<file path="src/rtl/mis_pkg.sv">
`timescale 1ns/1ps
package mis_pkg;

  typedef enum logic [3:0] {
    ST_IDLE,
    ST_PLL_REQ,
    ST_PLL_BUSY,
    ST_SETTLE,
    ST_MEM_REQ,
    ST_MEM_BUSY,
    ST_TEST_REQ,
    ST_TEST_BUSY,
    ST_READY,
    ST_GIVEUP
  } seq_state_e;

  // cycles in a wait of 'us' microseconds at 'mhz' MHz
  function automatic int unsigned us_to_cycles(int unsigned mhz, int unsigned us);
    return mhz * us;
  endfunction

  function automatic int unsigned max_u(int unsigned a, int unsigned b);
    return (a > b) ? a : b;
  endfunction

  // bytes in a window of 'kb' kibibytes
  function automatic int unsigned kb_to_bytes(int unsigned kb);
    return kb * 1024;
  endfunction

endpackage

</file>
<file path="src/rtl/mis_wait_timer.sv">
`timescale 1ns/1ps
module mis_wait_timer #(
  parameter int unsigned TW = 8
) (
  input  logic          clk,
  input  logic          rst_n,
  input  logic          load,
  input  logic [TW-1:0] len,
  output logic          expired
);
  logic [TW-1:0] cnt_q;

  always_ff @(posedge clk or negedge rst_n) begin
    if (!rst_n)              cnt_q <= '0;
    else if (load)           cnt_q <= len;
    else if (cnt_q != '0)    cnt_q <= cnt_q - 1'b1;
  end

  assign expired = (cnt_q == '0);
endmodule

</file>
<file path="src/rtl/mis_attempt_ctr.sv">
`timescale 1ns/1ps
module mis_attempt_ctr #(
  parameter int unsigned MAX_ATTEMPTS = 10,
  parameter int unsigned CW = 4
) (
  input  logic          clk,
  input  logic          rst_n,
  input  logic          first,
  input  logic          bump,
  output logic [CW-1:0] value,
  output logic          at_max
);
  localparam logic [CW-1:0] CAP = CW'(MAX_ATTEMPTS);

  always_ff @(posedge clk or negedge rst_n) begin
    if (!rst_n)                    value <= '0;
    else if (first)                value <= CW'(1);
    else if (bump && value < CAP)  value <= value + 1'b1;
  end

  assign at_max = (value == CAP);
endmodule

</file>
<file path="src/rtl/mis_seq_ctrl.sv">
`timescale 1ns/1ps
module mis_seq_ctrl
  import mis_pkg::*;
(
  input  logic       clk,
  input  logic       rst_n,
  input  logic       start,
  input  logic       pll_done,
  input  logic       mem_done,
  input  logic       test_done,
  input  logic       test_fail,
  input  logic       tmr_expired,
  input  logic       at_max,
  output seq_state_e state,
  output logic       tmr_load,
  output logic       tmr_sel_b,
  output logic       cnt_first,
  output logic       cnt_bump,
  output logic       ev_pll_acc,
  output logic       ev_pass,
  output logic       ev_giveup
);
  seq_state_e nxt;
  logic       mem_seen_q, mem_seen_d;

  always_comb begin
    nxt        = state;
    mem_seen_d = mem_seen_q;
    tmr_load   = 1'b0;
    tmr_sel_b  = 1'b0;
    cnt_first  = 1'b0;
    cnt_bump   = 1'b0;
    ev_pll_acc = 1'b0;
    ev_pass    = 1'b0;
    ev_giveup  = 1'b0;
    case (state)
      ST_IDLE: if (start) begin
        nxt       = ST_PLL_REQ;
        cnt_first = 1'b1;
      end
      ST_PLL_REQ:  nxt = ST_PLL_BUSY;
      ST_PLL_BUSY: if (pll_done) begin
        nxt        = ST_SETTLE;
        tmr_load   = 1'b1;
        ev_pll_acc = 1'b1;
      end
      ST_SETTLE: if (tmr_expired) begin
        nxt       = ST_MEM_REQ;
        tmr_load  = 1'b1;
        tmr_sel_b = 1'b1;
      end
      ST_MEM_REQ: begin
        nxt        = ST_MEM_BUSY;
        mem_seen_d = 1'b0;
      end
      ST_MEM_BUSY: begin
        if (mem_done) mem_seen_d = 1'b1;
        if ((mem_seen_q || mem_done) && tmr_expired) nxt = ST_TEST_REQ;
      end
      ST_TEST_REQ:  nxt = ST_TEST_BUSY;
      ST_TEST_BUSY: if (test_done) begin
        if (!test_fail) begin
          nxt     = ST_READY;
          ev_pass = 1'b1;
        end else if (at_max) begin
          nxt       = ST_GIVEUP;
          ev_giveup = 1'b1;
        end else begin
          nxt      = ST_PLL_REQ;
          cnt_bump = 1'b1;
        end
      end
      default: ;
    endcase
  end

  always_ff @(posedge clk or negedge rst_n) begin
    if (!rst_n) begin
      state      <= ST_IDLE;
      mem_seen_q <= 1'b0;
    end else begin
      state      <= nxt;
      mem_seen_q <= mem_seen_d;
    end
  end
endmodule

</file>
<file path="src/rtl/mem_init_seq.sv">
`timescale 1ns/1ps
module mem_init_seq
  import mis_pkg::*;
#(
  parameter int unsigned CLK_MHZ      = 200,
  parameter int unsigned WAIT_A_US    = 600,
  parameter int unsigned WAIT_B_US    = 3000,
  parameter int unsigned MAX_ATTEMPTS = 10,
  parameter int unsigned ADDR_W       = 32,
  parameter logic [ADDR_W-1:0] TEST_BASE = 'h8000_0000,
  parameter int unsigned TEST_KB      = 128,
  localparam int unsigned CW          = $clog2(MAX_ATTEMPTS + 1)
) (
  input  logic              clk,
  input  logic              rst_n,
  input  logic              start,
  output logic              pll_start,
  input  logic              pll_done,
  output logic              mem_start,
  input  logic              mem_done,
  output logic              test_start,
  input  logic              test_done,
  input  logic              test_fail,
  output logic [ADDR_W-1:0] test_base,
  output logic [ADDR_W-1:0] test_bytes,
  output logic              ready,
  output logic              give_up,
  output logic [CW-1:0]     attempt
);
  localparam int unsigned WA_CYC = us_to_cycles(CLK_MHZ, WAIT_A_US);
  localparam int unsigned WB_CYC = us_to_cycles(CLK_MHZ, WAIT_B_US);
  localparam int unsigned TW     = $clog2(max_u(WA_CYC, WB_CYC) + 1);

  seq_state_e    state;
  logic          tmr_load, tmr_sel_b, tmr_expired;
  logic          cnt_first, cnt_bump, at_max;
  logic          ev_pll_acc, ev_pass, ev_giveup;
  logic [TW-1:0] tmr_len;

  mis_seq_ctrl u_ctrl (
    .clk        (clk),
    .rst_n      (rst_n),
    .start      (start),
    .pll_done   (pll_done),
    .mem_done   (mem_done),
    .test_done  (test_done),
    .test_fail  (test_fail),
    .tmr_expired(tmr_expired),
    .at_max     (at_max),
    .state      (state),
    .tmr_load   (tmr_load),
    .tmr_sel_b  (tmr_sel_b),
    .cnt_first  (cnt_first),
    .cnt_bump   (cnt_bump),
    .ev_pll_acc (ev_pll_acc),
    .ev_pass    (ev_pass),
    .ev_giveup  (ev_giveup)
  );

  assign tmr_len = tmr_sel_b ? TW'(WB_CYC) : TW'(WA_CYC);

  mis_wait_timer #(.TW(TW)) u_timer (
    .clk    (clk),
    .rst_n  (rst_n),
    .load   (tmr_load),
    .len    (tmr_len),
    .expired(tmr_expired)
  );

  mis_attempt_ctr #(.MAX_ATTEMPTS(MAX_ATTEMPTS), .CW(CW)) u_attempts (
    .clk   (clk),
    .rst_n (rst_n),
    .first (cnt_first),
    .bump  (cnt_bump),
    .value (attempt),
    .at_max(at_max)
  );

  assign pll_start  = (state == ST_PLL_REQ);
  assign mem_start  = (state == ST_MEM_REQ);
  assign test_start = (state == ST_TEST_REQ);
  assign ready      = (state == ST_READY);
  assign give_up    = (state == ST_GIVEUP);
  assign test_base  = TEST_BASE;
  assign test_bytes = ADDR_W'(kb_to_bytes(TEST_KB));
endmodule

</file>
<file path="config.mk">
export PLATFORM = sky130hd
export DESIGN_NAME = mem_init_seq
export DESIGN_NICKNAME = d
export VERILOG_FILES = /design/src/rtl/mis_pkg.sv /design/src/rtl/mis_wait_timer.sv /design/src/rtl/mis_attempt_ctr.sv /design/src/rtl/mis_seq_ctrl.sv /design/src/rtl/mem_init_seq.sv
export SDC_FILE = /design/constraint.sdc
export NUM_CORES = 1
export LEC_CHECK = 0
export BUFFER_PORTS_ARGS = -buffer_cell sky130_fd_sc_hd__buf_2
export CELL_PAD_IN_SITES_DETAIL_PLACEMENT = 1
export CELL_PAD_IN_SITES_GLOBAL_PLACEMENT = 2
export CORE_UTILIZATION = 30
export CTS_BUF_LIST = sky130_fd_sc_hd__clkbuf_4 sky130_fd_sc_hd__clkbuf_8
export DETAILED_ROUTE_END_ITERATION = 16
export GPL_TIMING_DRIVEN = 0
export PLACE_DENSITY = 0.9
export SLEW_MARGIN = 15
export SYNTH_ARGS = -nofsm -noshare
export SYNTH_HDL_FRONTEND = slang
export SYNTH_SLANG_ARGS = --single-unit
</file>
<file path="constraint.sdc">
create_clock -name clk -period 6.3 [get_ports clk]
set_input_delay 1.26 -clock clk [delete_from_list [all_inputs] [get_ports clk]]
set_output_delay 1.26 -clock clk [all_outputs]
set_load 0.03 [all_outputs]
</file>
# Word-level counts from Yosys, hierarchy flattened
# Cells that the tools add are included.
# word_totals
ff_bits	29
input_bits	7
out_inout_bits	73
wordCells	60
# classes
addsub	2
n_lt_le_gt_ge	1
n_eq_ne	16
n_mux	25
reduce_logical	12
# op_table
operator	count
two-way mux 20 bit	3
two-way mux 4 bit	9
case mux 4 bit (8 select lines)	1
logical NOT 20 bit	1
nonzero test 20 bit	1
subtractor 20 x 1 -> 20 bit (second input constant)	1
== test 4 x 3 -> 1 bit (second input constant)	4
== test 4 bit (second input constant)	3
two-way mux 1 bit	10
== test 4 x 2 -> 1 bit (second input constant)	2
inequality test 2 bit (second input constant)	4
nonzero test 8 bit	1
AND reduction 6 bit	1
nonzero test 2 bit	3
adder 4 x 1 -> 4 bit (second input constant)	1
== test 4 x 1 -> 1 bit (second input constant)	1
logical NOT 4 bit	1
< comparator 4 bit (second input constant)	1
inequality test 2 x 1 -> 1 bit (second input constant)	2
case mux 1 bit (2 select lines)	2
logical AND 1 bit	2
AND reduction 2 bit	1
logical OR 1 bit	1

# Depth between registers and ports, before layout
# logic_depth
word_depth	8
ltp_mapped	8

# Hierarchy
# From an unflattened synthesis, not the netlist that was laid out.
# unflattened
cells_unflattened	262
hier_area_um2	2328.5
# modules_own_cells
mod	instances	cells_each	area_each_um2
mis_wait_timer	1	123	1202.4
mem_init_seq	1	72	543.0
mis_seq_ctrl	1	44	365.4
mis_attempt_ctr	1	23	217.7

# Worst setup path before layout
# No wires, ideal clock.
# synth_path
path_type	register to output
startpoint	register u_ctrl.state[3]
endpoint	output mem_start
arrival_time_ns	1.419
slack_ns	3.621
stages_incl_launch_ff	4
cell_sequence	dfrtp_1 -> clkbuf_1 -> nand2b_1 -> nor3_1
# synth_via
elab_chain_cells	1
# synth_rtl
element	line_no	rtl
start, declared	mis_seq_ctrl.sv:14	output seq_state_e state,
start signal, assigned	mis_seq_ctrl.sv:82	state <= nxt;
== test 4 x 3 -> 1 bit	mem_init_seq.sv:80	assign mem_start = (state == ST_MEM_REQ);
end, declared	mem_init_seq.sv:19	output logic mem_start,
# No other way between the ends.

# Worst setup path after layout
# Same ends and word-level chain as after synthesis.

==> summary.md <==
| Metric | Value |
|---|---|
| Drt drc | `0` |
| Area of the mapped netlist | `2210 um2` |
| PwrDens | `338 nW/um2` |
| Combinational Power Share | `46.4%` |
| Clock Latency Late Sink | `0.29 ns` |
| Post-Route WL | `5140 um` |
| Status | `finished clean` |
| Switching share of total power | `45.1%` |
| Clock-pin slew on the worst setup and hold paths | `0.07 ns` |
| Mapped Avg Cell Area | `8.72 um2` |
| Starting Density | `31.9%` |
| Register Area | `726 um2` |
| FFs w/ async S/R, synth | `100%` |
| Hold/Removal Path Class | `reg -> reg` |
| FP Rows | `30` |
| Clock Skew | `0.00534 ns` |
| Hold Buf Count CTS | `0` |
| First-pass GRT wire length | `8610 um` |
| Tot Pwr | `0.928 mW` |
| Internal | `0.510 mW` |
| VDD IR-drop max | `0.0844 mV` |
| Worst slew pin tran | `0.677 ns` |
| Area after DPL | `2640 um2` |
| Fin. max-slew vios | `0` |
| Cell taking the most area after synthesis | `dfrtp_1` |
| Clock power frac | `18.9%` |
| H-tree Lvls | `2` |
| CP startpoint kind | `register` |
| Die W | `87.9 um` |
| Final cycle utilization of the critical path | `45.1%` |
| Total grt overflow | `0` |
| Design Area, Final | `2740 um2` |
| Crit-path max FO | `9` |
| Number of post-CTS setup repair buffers | `0` |
| Seq/Total Area, Yosys | `32.8%` |
| Netlist cell types | `49` |
| Initial DRC count | `71` |
| ANT cells | `0` |
| Inserted Clock Buffers | `5` |
| Via count | `1792` |
| Post-Syn Instances | `254` |
| R2R Path End | `u_timer.cnt_q[10]` |
| Post-DP HPWL | `3920 um` |
| Nets | `349` |
| Total negative setup slack | `0 ns` |
| Crit-path max cell delay | `0.36 ns` |
| Synthesized flop and latch total | `29` |
| Post-layout min period | `2.84 ns` |
| Crit path kind | `reg -> out` |
| Worst Path Required | `5.04 ns` |
| F_max | `352 MHz` |
| Core area | `6940 um2` |
| Fillers | `870` |
| Rel. slew slack | `54.9%` |
| Footprint of the multi-input gates | `1170 um2` |
| Post-synth EDFFs | `0` |
| CTS tree | `done` |
| Max-Cap Viols | `0` |
| Number of synthesis warnings | `0` |
| CP Capture Type | `output port` |
| Die Height | `87.9 um` |
| Pre-antenna DRT Iters | `4` |
| Hold Crit Depth | `1` |
| Clock Tree Buf Depth | `2` |
| Worst Hold Launch | `u_timer.cnt_q[15]` |
| R2R Path Start | `u_timer.cnt_q[0]` |
| Sequential share of power | `34.7%` |
| Total Die Area | `7730 um2` |
| IO buf count | `15` |
| CP max-delay cell | `dfrtp_1` |
| WHS Endpoint | `u_timer.cnt_q[15]` |
| CP arrival | `1.58 ns` |
| WL per Instance | `11.8 um` |
| RSZ-0062 raised after global routing | `false` |
| Final ANT Viol Nets | `0` |
| Largest net degree at the start of global routing | `30` |
| Layout cells sized above 1 | `29.8%` |
| Final Setup Violations | `0` |
| Worst R2R Path Depth | `7` |
| Post-CTS Resized | `0` |
| Lkg Pwr | `1.41 nW` |
| Synth top area share | `32.8%` |
| Number of global-route vias before repair | `1786` |
| Sink Count | `29` |
| I/O pin count | `80` |
| Worst reg2reg setup slack | `3.96 ns` |
| Synth top area cells | `dfrtp_1, buf_4, nor2_1` |
| Vias/cell | `4.12` |
| CP cell instances | `clkbuf_1 -> nand2b_1 -> nor3_1 -> buf_2` |
| Initial antenna violation count | `0` |
| Root buffer cell | `clkbuf_8` |
| Hold Vio Cnt, Final | `0` |
| Total Routing Usage GR | `14.4%` |
| Area delta synth->final | `23.9%` |
| Most used flip-flop cell after synthesis | `dfrtp_1` |
| Final Wtd Congestion | `0.774` |
| Net Switching | `0.418 mW` |
[cells in the mapped netlist (all sizes together), types with 6 or more instances]
master / number
a21oi: 12
and2: 6
and3: 6
buf: 67
dfrtp: 29
inv: 8
nand2: 15
nand3: 7
nor2: 17
nor3: 10
nor4: 6
o21ai: 11
or3: 6
[critical path, delay by kind of cell (launching register included)]
family | cells | cell delay, ns
DFF | 1 | 0.36
buffers and inverters | 2 | 0.43
and+or+nand+nor | 2 | 0.50
[power groups by stage]
stage                     registers [mW]  logic [mW]  clock network (mW)
after global placement             0.319       0.419                   0
after floorplan                    0.315       0.339                   0
after CTS                          0.322       0.433               0.179
after global routing               0.333       0.483               0.189
final                              0.322       0.431               0.175
after detailed placement           0.324       0.432                   0
[metal layers]
metal	share of wire [%]	wire length [um]	vias up	track usage, %
li1	-	-	903	-
met1	45	2290	834	17.6
met2	50	2560	48	25.4
met3	4.2	215	7	3.20
met4	1.3	69	0	4.17
met5	0	0	-	0
[cell families (layout without fill, tap and decap cells)]
family / Yosys count / in the layout / share of synthesized area (%)
muxes: 3 / 3 / 1.41
buffers and inverters: 79 / 102 / 24.7
other: 2 / 64 / 0.339
xor gates and xnor gates: 9 / 9 / 3.56
AOI/OAI and AO/OA: 38 / 38 / 10.8
and+or+nand+nor: 90 / 90 / 24.1
adders and majority gates: 4 / 4 / 2.26
DFF: 29 / 29 / 32.8
[per-stage QoR]
step                hold WS [ns]  utilization [%]  setup slack [ns]  cells
floorplan                  0.453                -              3.62    316
global placement           0.479             38.1              3.78    427
detailed placement         0.483             38.1              3.75    427
CTS                        0.494             39.5              3.43    435
global route               0.507             39.5              3.34    435
finish                     0.489             39.5              3.46    435
[worst max-delay path by stage]
stage               startpoint        end  slack, ns  cells after the start
6_report       u_ctrl.state[3]  mem_start       3.46                      4
5_1_grt        u_ctrl.state[0]    give_up       3.34                      4
4_1_cts        u_ctrl.state[3]  mem_start       3.43                      4
3_5_place_dp   u_ctrl.state[3]  mem_start       3.75                      4
3_3_place_gp   u_ctrl.state[3]  mem_start       3.78                      4
2_1_floorplan  u_ctrl.state[3]  mem_start       3.62                      3
[final cells by class]
type	instances	share of cell area [%]
flip-flops and latches	29	26.4
multi-input cells	208	42.8
repair buffers	15	2.74
well taps	96	4.38
plain buffers	71	18.9
clock buffers	7	3.51
clock inverters	1	0.182
inverters	8	1.09
[sequential cells by signal (all words and copies together), names as in the netlist]
register and count:
u_ctrl.state 4, u_attempts.value 4, u_timer.cnt_q 20, u_ctrl.mem_seen_q 1
[cells in the final DEF, fill, tap and decap left out, types with 3 or more instances in the layout]
| master | instances |
|---|---|
| buf_4 | 65 |
| conb_1 | 64 |
| dfrtp_1 | 29 |
| nor2_1 | 17 |
| nand2_1 | 15 |
| buf_2 | 15 |
| a21oi_1 | 11 |
| nor3_1 | 9 |
| o21ai_0 | 9 |
| inv_1 | 8 |
| nand3_1 | 7 |
| clkbuf_8 | 7 |
| and2_1 | 6 |
| or3_1 | 6 |
| and3_1 | 5 |
| xnor2_1 | 5 |
| clkbuf_1 | 4 |
| nor2b_1 | 4 |
| nand2b_1 | 4 |
| xor2_1 | 4 |
| o31ai_1 | 4 |
| ha_1 | 4 |
| nor4_2 | 3 |
Power figures use the tool's default switching activity.
